[src/rtl/sio_pkg.sv]
package sio_pkg;

   localparam int ADDR_W = 2;

   localparam logic [ADDR_W-1:0] ADDR_STAT = 2'd0;
   localparam logic [ADDR_W-1:0] ADDR_DATA = 2'd1;
   localparam logic [ADDR_W-1:0] ADDR_RATE = 2'd2;

   localparam int ST_SH_IDLE = 0;
   localparam int ST_HR_EMPTY = 1;
   localparam int ST_RX_FULL = 2;
   localparam int ST_RX_OVR = 3;
   localparam int ST_BITS = 4;

   typedef enum logic [1:0] {
      RX_IDLE  = 2'd0,
      RX_START = 2'd1,
      RX_DATA  = 2'd2,
      RX_STOP  = 2'd3
   } rx_state_e;

endpackage

[src/rtl/sio_baud.sv]
module sio_baud #(
   parameter int DIV_W = 8
) (
   input  logic             clk,
   input  logic             rst_n,
   input  logic             clr,
   input  logic [DIV_W-1:0] div_a,
   input  logic [DIV_W-1:0] div_b,
   output logic             tick_smp,
   output logic             tick_bit
);

   logic [DIV_W-1:0] cnt_a;
   logic [DIV_W-1:0] cnt_b;

   assign tick_smp = (cnt_a == div_a);
   assign tick_bit = tick_smp && (cnt_b == div_b);

   always_ff @(posedge clk or negedge rst_n) begin
      if (!rst_n) begin
         cnt_a <= '0;
         cnt_b <= '0;
      end else if (clr) begin
         cnt_a <= '0;
         cnt_b <= '0;
      end else begin
         if (tick_smp) begin
            cnt_a <= '0;
            cnt_b <= (cnt_b == div_b) ? '0 : cnt_b + DIV_W'(1);
         end else begin
            cnt_a <= cnt_a + DIV_W'(1);
         end
      end
   end

   a_r5_first_stage_bound : assert property (@(posedge clk) disable iff (!rst_n)
      !clr |-> cnt_a <= div_a);
   a_r5_second_stage_bound : assert property (@(posedge clk) disable iff (!rst_n)
      !clr |-> cnt_b <= div_b);
   a_r5_second_holds_between : assert property (@(posedge clk) disable iff (!rst_n)
      (!tick_smp && !clr) |=> $stable(cnt_b));

endmodule

[src/rtl/sio_tx.sv]
module sio_tx #(
   parameter int DATA_W = 8
) (
   input  logic              clk,
   input  logic              rst_n,
   input  logic              tick_bit,
   input  logic              wr_en,
   input  logic [DATA_W-1:0] wr_data,
   output logic              txd,
   output logic              hr_empty,
   output logic              sh_idle,
   output logic              tx_irq
);

   localparam int FRAME_W = DATA_W + 2;
   localparam int CNT_W = $clog2(FRAME_W);
   localparam logic [CNT_W-1:0] LAST_BIT = CNT_W'(FRAME_W - 1);

   logic [DATA_W-1:0]  hold_q;
   logic               hold_full;
   logic [FRAME_W-1:0] shift_q;
   logic               busy;
   logic [CNT_W-1:0]   bit_cnt;
   logic               on_last;
   logic               load;

   assign on_last = busy && (bit_cnt == LAST_BIT);
   assign load = tick_bit && hold_full && (!busy || on_last);

   always_ff @(posedge clk or negedge rst_n) begin
      if (!rst_n) begin
         hold_q    <= '0;
         hold_full <= 1'b0;
         shift_q   <= '1;
         busy      <= 1'b0;
         bit_cnt   <= '0;
         tx_irq    <= 1'b0;
      end else begin
         tx_irq <= load;
         if (wr_en && !hold_full) begin
            hold_q    <= wr_data;
            hold_full <= 1'b1;
         end
         if (load) begin
            shift_q   <= {1'b1, hold_q, 1'b0};
            bit_cnt   <= '0;
            busy      <= 1'b1;
            hold_full <= 1'b0;
         end else if (busy && tick_bit) begin
            shift_q <= {1'b1, shift_q[FRAME_W-1:1]};
            bit_cnt <= bit_cnt + CNT_W'(1);
            if (on_last) busy <= 1'b0;
         end
      end
   end

   assign txd      = shift_q[0];
   assign hr_empty = !hold_full;
   assign sh_idle  = !busy;

   a_r2_irq_one_cycle : assert property (@(posedge clk) disable iff (!rst_n)
      tx_irq |=> !tx_irq);
   a_r2_irq_with_empty : assert property (@(posedge clk) disable iff (!rst_n)
      tx_irq |-> (hr_empty && !sh_idle && !txd));
   a_r3_idle_line_high : assert property (@(posedge clk) disable iff (!rst_n)
      sh_idle |-> txd);
   a_r4_frame_untouched : assert property (@(posedge clk) disable iff (!rst_n)
      (busy && !tick_bit) |=> $stable(shift_q));
   a_r4_held_byte_kept : assert property (@(posedge clk) disable iff (!rst_n)
      (hold_full && !load) |=> $stable(hold_q));

endmodule

[src/rtl/sio_rx.sv]
module sio_rx
   import sio_pkg::*;
#(
   parameter int DATA_W      = 8,
   parameter int DIV_W       = 8,
   parameter int SYNC_STAGES = 2
) (
   input  logic              clk,
   input  logic              rst_n,
   input  logic              rxd,
   input  logic              tick_smp,
   input  logic [DIV_W-1:0]  div_b,
   input  logic              rd_clr,
   output logic [DATA_W-1:0] rx_data,
   output logic              rx_full,
   output logic              rx_ovr,
   output logic              rx_irq
);

   localparam int IDX_W = $clog2(DATA_W);
   localparam logic [IDX_W-1:0] LAST_IDX = IDX_W'(DATA_W - 1);

   logic [SYNC_STAGES-1:0] sync_q;
   logic                   line;
   logic                   line_prev;
   logic                   fall;

   for (genvar g = 0; g < SYNC_STAGES; g++) begin : g_sync
      if (g == 0) begin : g_first
         always_ff @(posedge clk or negedge rst_n) begin
            if (!rst_n) sync_q[g] <= 1'b1;
            else        sync_q[g] <= rxd;
         end
      end else begin : g_next
         always_ff @(posedge clk or negedge rst_n) begin
            if (!rst_n) sync_q[g] <= 1'b1;
            else        sync_q[g] <= sync_q[g-1];
         end
      end
   end

   assign line = sync_q[SYNC_STAGES-1];
   assign fall = line_prev && !line;

   rx_state_e         state;
   logic [DIV_W-1:0]  cnt;
   logic [IDX_W-1:0]  idx;
   logic [DATA_W-1:0] shift_q;
   logic [DIV_W-1:0]  half_pt;
   logic              bit_end;
   logic              stop_bad;

   assign half_pt  = div_b >> 1;
   assign bit_end  = tick_smp && (cnt == div_b);
   assign stop_bad = (state == RX_STOP) && bit_end && !line;

   always_ff @(posedge clk or negedge rst_n) begin
      if (!rst_n) begin
         line_prev <= 1'b1;
         state     <= RX_IDLE;
         cnt       <= '0;
         idx       <= '0;
         shift_q   <= '0;
         rx_data   <= '0;
         rx_full   <= 1'b0;
         rx_ovr    <= 1'b0;
         rx_irq    <= 1'b0;
      end else begin
         line_prev <= line;
         rx_irq    <= 1'b0;
         if (rd_clr) rx_full <= 1'b0;
         unique case (state)
            RX_IDLE: begin
               if (fall) begin
                  state <= RX_START;
                  cnt   <= '0;
               end
            end
            RX_START: begin
               if (tick_smp) begin
                  if (cnt == half_pt) begin
                     cnt   <= '0;
                     idx   <= '0;
                     state <= line ? RX_IDLE : RX_DATA;
                  end else begin
                     cnt <= cnt + DIV_W'(1);
                  end
               end
            end
            RX_DATA: begin
               if (tick_smp) begin
                  if (cnt == div_b) begin
                     cnt     <= '0;
                     shift_q <= {line, shift_q[DATA_W-1:1]};
                     idx     <= idx + IDX_W'(1);
                     if (idx == LAST_IDX) state <= RX_STOP;
                  end else begin
                     cnt <= cnt + DIV_W'(1);
                  end
               end
            end
            RX_STOP: begin
               if (tick_smp) begin
                  if (cnt == div_b) begin
                     cnt   <= '0;
                     state <= RX_IDLE;
                     if (line) begin
                        rx_data <= shift_q;
                        rx_full <= 1'b1;
                        rx_ovr  <= rx_full;
                        rx_irq  <= 1'b1;
                     end
                  end else begin
                     cnt <= cnt + DIV_W'(1);
                  end
               end
            end
            default: state <= RX_IDLE;
         endcase
      end
   end

   a_r6_irq_sets_full : assert property (@(posedge clk) disable iff (!rst_n)
      rx_irq |-> rx_full);
   a_r6_irq_one_cycle : assert property (@(posedge clk) disable iff (!rst_n)
      rx_irq |=> !rx_irq);
   a_r7_overrun_copy : assert property (@(posedge clk) disable iff (!rst_n)
      rx_irq |-> (rx_ovr == $past(rx_full)));
   a_r8_clear_by_read : assert property (@(posedge clk) disable iff (!rst_n)
      $fell(rx_full) |-> $past(rd_clr));
   a_r8_overrun_kept : assert property (@(posedge clk) disable iff (!rst_n)
      !rx_irq |-> $stable(rx_ovr));
   a_r9_bad_stop_dropped : assert property (@(posedge clk) disable iff (!rst_n)
      stop_bad |=> (!rx_irq && $stable(rx_data) && $stable(rx_ovr)));
   a_r10_wait_for_edge : assert property (@(posedge clk) disable iff (!rst_n)
      (state == RX_IDLE && !fall) |=> state == RX_IDLE);

endmodule

[src/rtl/sio_uart.sv]
module sio_uart
   import sio_pkg::*;
#(
   parameter int DATA_W      = 8,
   parameter int DIV_W       = 8,
   parameter int SYNC_STAGES = 2,
   parameter int RATE_RESET  = 'h0107
) (
   input  logic              clk,
   input  logic              rst_n,
   input  logic              bus_wr,
   input  logic              bus_rd,
   input  logic [1:0]        bus_addr,
   input  logic [2*DIV_W-1:0] bus_wdata,
   output logic [2*DIV_W-1:0] bus_rdata,
   input  logic              rxd,
   output logic              txd,
   output logic              tx_irq,
   output logic              rx_irq
);

   localparam int BUS_W = 2 * DIV_W;

   if (DATA_W < 5 || DATA_W > BUS_W) begin : g_bad_data_w
      $error("sio_uart: DATA_W out of range");
   end
   if (SYNC_STAGES < 2) begin : g_bad_sync
      $error("sio_uart: SYNC_STAGES must be at least 2");
   end
   if (DIV_W < 2) begin : g_bad_div_w
      $error("sio_uart: DIV_W must be at least 2");
   end

   logic [BUS_W-1:0]  rate_q;
   logic              rate_wr;
   logic              data_wr;
   logic              data_rd;
   logic              tick_smp;
   logic              tick_bit;
   logic              hr_empty;
   logic              sh_idle;
   logic [DATA_W-1:0] rx_data;
   logic              rx_full;
   logic              rx_ovr;

   assign rate_wr = bus_wr && (bus_addr == ADDR_RATE);
   assign data_wr = bus_wr && (bus_addr == ADDR_DATA);
   assign data_rd = bus_rd && (bus_addr == ADDR_DATA);

   always_ff @(posedge clk or negedge rst_n) begin
      if (!rst_n)       rate_q <= BUS_W'(RATE_RESET);
      else if (rate_wr) rate_q <= bus_wdata;
   end

   sio_baud #(.DIV_W(DIV_W)) u_baud (
      .clk      (clk),
      .rst_n    (rst_n),
      .clr      (rate_wr),
      .div_a    (rate_q[BUS_W-1:DIV_W]),
      .div_b    (rate_q[DIV_W-1:0]),
      .tick_smp (tick_smp),
      .tick_bit (tick_bit)
   );

   sio_tx #(.DATA_W(DATA_W)) u_tx (
      .clk      (clk),
      .rst_n    (rst_n),
      .tick_bit (tick_bit),
      .wr_en    (data_wr),
      .wr_data  (bus_wdata[DATA_W-1:0]),
      .txd      (txd),
      .hr_empty (hr_empty),
      .sh_idle  (sh_idle),
      .tx_irq   (tx_irq)
   );

   sio_rx #(.DATA_W(DATA_W), .DIV_W(DIV_W), .SYNC_STAGES(SYNC_STAGES)) u_rx (
      .clk      (clk),
      .rst_n    (rst_n),
      .rxd      (rxd),
      .tick_smp (tick_smp),
      .div_b    (rate_q[DIV_W-1:0]),
      .rd_clr   (data_rd),
      .rx_data  (rx_data),
      .rx_full  (rx_full),
      .rx_ovr   (rx_ovr),
      .rx_irq   (rx_irq)
   );

   always_comb begin
      bus_rdata = '0;
      unique case (bus_addr)
         ADDR_STAT: begin
            bus_rdata[ST_SH_IDLE]  = sh_idle;
            bus_rdata[ST_HR_EMPTY] = hr_empty;
            bus_rdata[ST_RX_FULL]  = rx_full;
            bus_rdata[ST_RX_OVR]   = rx_ovr;
         end
         ADDR_DATA: bus_rdata[DATA_W-1:0] = rx_data;
         ADDR_RATE: bus_rdata = rate_q;
         default:   bus_rdata = '0;
      endcase
   end

   a_r1_reset_lines : assert property (@(posedge clk) disable iff (!rst_n)
      (sh_idle && hr_empty) |-> txd);
   a_r5_rate_kept : assert property (@(posedge clk) disable iff (!rst_n)
      !$past(rate_wr) |-> $stable(rate_q));

endmodule

[config.mk]
export PLATFORM = sky130hd
export DESIGN_NAME = sio_uart
export DESIGN_NICKNAME = d
export VERILOG_FILES = /design/src/rtl/sio_pkg.sv /design/src/rtl/sio_baud.sv /design/src/rtl/sio_tx.sv /design/src/rtl/sio_rx.sv /design/src/rtl/sio_uart.sv
export SDC_FILE = /design/constraint.sdc
export NUM_CORES = 1
export LEC_CHECK = 0
export BUFFER_PORTS_ARGS = -buffer_cell sky130_fd_sc_hd__buf_2
export CAP_MARGIN = 20
export CORE_ASPECT_RATIO = 1.4
export CORE_MARGIN = 2
export CORE_UTILIZATION = 39
export DETAILED_ROUTE_END_ITERATION = 12
export PLACE_DENSITY = 0.65
export SETUP_SLACK_MARGIN = 0.5
export SLEW_MARGIN = 10
export SYNTH_ARGS = -nofsm -noshare
export SYNTH_HDL_FRONTEND = slang
export SYNTH_SLANG_ARGS = --single-unit
[constraint.sdc]
create_clock -name clk -period 4.75 [get_ports clk]
set_clock_uncertainty 0.15 [all_clocks]
set_input_delay 0.95 -clock clk [delete_from_list [all_inputs] [get_ports clk]]
set_output_delay 0.95 -clock clk [all_outputs]
set_load 0.02 [all_outputs]
# Word-level counts from Yosys, hierarchy flattened
# Cells that the tools add are included.
[totals] register_bits=92 input_bits=23 out_inout_bits=19 word_cells=120
[op_classes] add_sub_neg=5 eq_ne=20 mux=47 reduce_logical=28
[op_table] operator="8-bit 2-to-1 mux" count=11
[op_table] operator="8-bit by 1-bit adder with 8-bit output (second input constant)" count=3
[op_table] operator="8-bit == test" count=3
[op_table] operator="8-bit case mux with 3 select lines" count=1
[op_table] operator="10-bit 2-to-1 mux" count=2
[op_table] operator="2-bit 2-to-1 mux" count=9
[op_table] operator="1-bit 2-to-1 mux" count=14
[op_table] operator="3-bit 2-to-1 mux" count=4
[op_table] operator="4-bit case mux with 3 select lines" count=1
[op_table] operator="1-bit logical AND" count=10
[op_table] operator="2-bit by 1-bit != test with 1-bit output (second input constant)" count=5
[op_table] operator="2-bit nonzero test" count=5
[op_table] operator="8-bit by 7-bit == test with 1-bit output" count=1
[op_table] operator="4-bit 2-to-1 mux" count=2
[op_table] operator="2-bit != test (second input constant)" count=4
[op_table] operator="2-bit case mux with 4 select lines" count=1
[op_table] operator="4-bit case mux with 2 select lines" count=1
[op_table] operator="8-bit AND reduction" count=1
[op_table] operator="2-bit == test (second input constant)" count=3
[op_table] operator="3-bit case mux with 2 select lines" count=1
[op_table] operator="3-bit AND reduction" count=2
[op_table] operator="5-bit AND reduction" count=1
[op_table] operator="4-bit by 1-bit adder with 4-bit output (second input constant)" count=1
[op_table] operator="2-bit by 1-bit == test with 1-bit output (second input constant)" count=2
[op_table] operator="9 further kinds" count=12

# Depth between registers and ports, before layout
[logic_depth] depth_word=7 mapped_depth=8 ltp_nobuf=7

# Cells and area by module
# A second synthesis with hierarchy kept.
[unflattened] hier_cells=425 area_unflattened_um2=4958.5
[by_module_without_submodules] mod="sio_rx" instances=1 cells_per_inst=164 area_per_inst_um2=1918.1 seq_area_each_um2=879.6
[by_module_without_submodules] mod="sio_baud" instances=1 cells_per_inst=109 area_per_inst_um2=1089.8 seq_area_each_um2=400.4
[by_module_without_submodules] mod="sio_tx" instances=1 cells_per_inst=82 area_per_inst_um2=1029.7 seq_area_each_um2=611.8
[by_module_without_submodules] mod="sio_uart" instances=1 cells_per_inst=70 area_per_inst_um2=920.9 seq_area_each_um2=405.4

# Worst setup path before layout
# Ideal clock, no wire load.
[synth_path] kind="in2out" startpoint="input bus_addr[0]" endpoint="output bus_rdata[1]" t_arrival_ps=1901 required_time_ps=3650 path_slack_ps=1749 cell_stages=5 n_path_buf=1 cell_sequence="inv_1 > ha_1 > clkbuf_1 > a222oi_1 > nor2_1"
[synth_via] elab_chain_len=2 elab_cells_between_ends=4 classes_between="eq/ne: 2; mux: 1; reduce/logical: 1"
[synth_lines] item="start, declared" line_no="sio_uart.sv:13" text="input logic [1:0] bus_addr,"
[synth_lines] item="2-bit == test, or another cell as far along" line_no="sio_uart.sv:92" text="unique case (bus_addr)"
[synth_lines] item="4-bit case mux with 3 select lines *" line_no="sio_uart.sv:92"
[synth_lines] item="end, declared" line_no="sio_uart.sv:15" text="output logic [2*DIV_W-1:0] bus_rdata,"
# Every way passes the cells marked *; elsewhere a longest branch is shown, timed or not.

# Final worst setup path
# Same ends and word-level chain as after synthesis.

==> out/summary.txt <==
Hold Path Class - reg2reg
CTS tree - yes
Comb power frac - 0.163
Worst setup startpoint - bus_addr[0]
post-CTS sizing - 0
first-pass GRT wire length - 16.0 mm
CP Capture Point - bus_rdata[1]
Starting Density - 0.401
ranking of synthesized cells by area - dfrtp_1, mux2_2, dfstp_2, xor2_1, ha_1
core outline area - 0.0113 sq mm
GR Overflow Total - 0
R2R Path End - u_rx.shift_q[2]$_DFFE_PN0P_
Final HPWL DP - 6.77 mm
total track usage - 0.163
pin count of the biggest net entering global routing - 66
sequential power share - 0.469
IO buf count - 41
CP endpoint kind - output pin
total wire length - 9.53 mm
Max Cap Viol - 0
Slew headroom - 0.403
P_sw - 0.587 mW
initial DRC count - 203
initial antenna violation count - 0
Fmax achieved - 309 MHz
FFs w/ async S/R, synth - 1.00
vias per std cell - 5.44
worst skew pair latency - 0.34 ns
clock network fraction of total power - 0.368
Avg Cell Area, Syn - 11.2 sq um
slowest CP cell - ha_1
Diodes inserted - 0
slew at the pin with the worst max-slew slack - 0.891 ns
cts hold-fix bufs - 0
Lkg Pwr - 2.41 nW
Avg WL per Cell - 16.0 um
unrepaired setup endpoints after global routing - no
vias - 3,240
synth cell count leaders - dfrtp_1, mux2_2, xor2_1, nand2_1, nand3_1
fill cell count - 1,020
synthesized cell area - 0.00455 sq mm
most common cell in the netlist - dfrtp_1
Internal - 1.49 mW
Routed Antenna Nets - 0
Sw Ratio - 0.282
number of global-route vias before repair - 3,205
die width - 95.3 um
Synth Flop Type - dfrtp_1
share of cells above drive strength 1 - 0.288
Worst Setup Slack, final - 1.51 ns
die footprint - 0.0126 sq mm
Synth Register Bits - 91
Setup CP Type - in2out
P&R area growth vs syn - 14.9%
Worst Path Arrival - 2.14 ns
RR Startpoint - u_baud.cnt_a[1]$_DFF_PN0_
residual DRC count - 0
Synth cell types - 46
Final Cycle Share - 0.682
Hold Crit Depth - 0
Post-Synthesis Cells - 407
post-synthesis sequential area ratio - 0.505
total number of yosys warnings - 0
outcome - complete, no violations
Layout Nets - 481
Yosys top cell by area - dfrtp_1
Num CTS Buffers - 9
slowest stage delay, CP - 0.50 ns
CTS max path bufs - 2
cells on worst reg2reg path - 5
Post-Place Worst Slack - 1.51 ns
Crit Path Max Fanout - 17
H-Tree Depth - 3
Net Count, Synth - 441
power density cells - 398 mW/mm^2
die height - 132 um
Post-CTS Setup Inserts - 0
Rows - 46
GP Congestion - 0.836
Pre-antenna DRT Iters - 4
max-slew violation count - 0
Startpoint Class - primary input
CTS Root Cell - clkbuf_16
IO Pins - 42
most frequent CP cell - buf_2
Worst Path Required - 3.65 ns
Tmin final - 3.24 ns
Register-to-Register Setup Slack - 1.82 ns
clk sink count - 91
TNS Setup - 0 ns
CP cell instances - buf_2 > inv_1 > ha_1 > a222oi_1 > nor2_1 > buf_2
final hold viol count - 0
Max VDD drop - 0.174 mV
# setup viols final - 0
share of the synthesized area in the top cell type - 0.412
EDFF count, synth - 0
Reg clk slew, reported paths - 0.06 ns
==> worst max-delay path, delay by kind of cell <==
| family | cells | cell delay, ns |
|---|---|---|
| AO/OA/AOI/OAI | 1 | 0.21 |
| AND/OR/NAND/NOR | 1 | 0.12 |
| buffers and inverters | 3 | 0.36 |
| adder cells (fa/ha/maj) | 1 | 0.50 |
==> logic make-up after synthesis <==
group | Yosys count | synth area share
AND/OR/NAND/NOR | 114 | 0.136
flip-flops | 91 | 0.505
AO/OA/AOI/OAI | 74 | 0.117
multiplexers | 44 | 0.108
XOR/XNOR | 39 | 0.0750
buffers and inverters | 34 | 0.0294
adder cells (fa/ha/maj) | 11 | 0.0302
==> per-stage QoR <==
stage	util	hold WS, ns	power, mW	area, sq um	std cells
final	0.461	0.208	2.08	5230	596
after CTS	0.461	0.210	2.09	5220	595
after detailed placement	0.432	0.202	1.32	4900	579
after global routing	0.461	0.212	2.19	5230	596
after global placement	0.432	0.198	1.31	4900	579
after floorplan	-	0.195	1.21	4550	407
==> layer usage <==
| metal | up-vias | routed length, um | track usage |
|---|---|---|---|
| met5 | - | 0 | 0 |
| met4 | 0 | 241 | 0.0789 |
| met3 | 17 | 359 | 0.0395 |
| met2 | 71 | 4820 | 0.256 |
| met1 | 1616 | 4110 | 0.210 |
| li1 | 1536 | - | - |
==> how the worst min path moves through the flow <==
| stage | startpoint | endpoint | slack, ns |
|---|---|---|---|
| after floorplan | u_rx.sync_q[0]$_DFF_PN1_ | u_rx.line$_DFF_PN1_ | 0.20 |
| after global placement | u_rx.sync_q[0]$_DFF_PN1_ | u_rx.line$_DFF_PN1_ | 0.20 |
| after detailed placement | u_rx.sync_q[0]$_DFF_PN1_ | u_rx.line$_DFF_PN1_ | 0.20 |
| after CTS | u_rx.sync_q[0]$_DFF_PN1_ | u_rx.line$_DFF_PN1_ | 0.21 |
| after global routing | u_rx.sync_q[0]$_DFF_PN1_ | u_rx.line$_DFF_PN1_ | 0.21 |
| final | u_rx.sync_q[0]$_DFF_PN1_ | u_rx.line$_DFF_PN1_ | 0.21 |
==> area by class of cell <==
cell class / instances / area [sq um] / share of cell area
sequential: 91 / 2300 / 0.439
timing repair buffer: 47 / 253 / 0.0483
tap: 144 / 180 / 0.0344
clock inverter: 4 / 73.8 / 0.0141
clock buffer: 12 / 246 / 0.0471
multi-input combinational: 282 / 2120 / 0.405
inverter: 16 / 60.1 / 0.0115
==> power groups by stage <==
| stage | Sequential, mW | Combinational (mW) | Clock (mW) |
|---|---|---|---|
| after global placement | 0.987 | 0.323 | 0 |
| after global routing | 0.990 | 0.381 | 0.819 |
| final | 0.975 | 0.339 | 0.765 |
| after detailed placement | 0.989 | 0.333 | 0 |
| after CTS | 0.977 | 0.336 | 0.782 |
| after floorplan | 0.950 | 0.255 | 0 |
==> flip-flops by register name, summed over array words and instances, names as in the netlist, named ones only <==
| signal | cells |
|---|---|
| u_rx.cnt | 8 |
| u_rx.state | 1 |
| u_rx.line_prev | 1 |
| u_rx.rx_data | 8 |
| u_tx.shift_q | 9 |
| u_rx.rx_irq | 1 |
| u_rx.rx_ovr | 1 |
| u_rx.line | 1 |
| u_baud.cnt_b | 8 |
| u_rx.idx | 3 |
| u_tx.tx_irq | 1 |
| u_rx.shift_q | 8 |
| u_tx.bit_cnt | 4 |
| u_rx.sync_q | 1 |
| rate_q | 16 |
| u_tx.hold_q | 8 |
| u_tx.busy | 1 |
| u_baud.cnt_a | 8 |
| u_rx.rx_full | 1 |
| u_tx.hold_full | 1 |
==> cell usage in the layout, fill, tap and decap left out, types with 5 or more instances in the layout <==
cell type  Yosys  final
buf_4          0      7
mux2_2        42     42
dfstp_2       16     16
nor4_2         5      5
ha_1          11     11
inv_1         16     16
clkbuf_16      0      9
xor2_1        36     36
a21oi_1       10     10
nor2_1        19     19
nand3_1       21     21
dfrtp_1       75     75
o21a_1         7      7
a221o_1        8      8
nor3_1         6      6
o21ai_0       16     16
o211ai_1       5      5
and2_1        11     11
buf_2          5     40
nand2_1       23     23
nor2b_1        7      7
(Power assumes the default switching activity.)
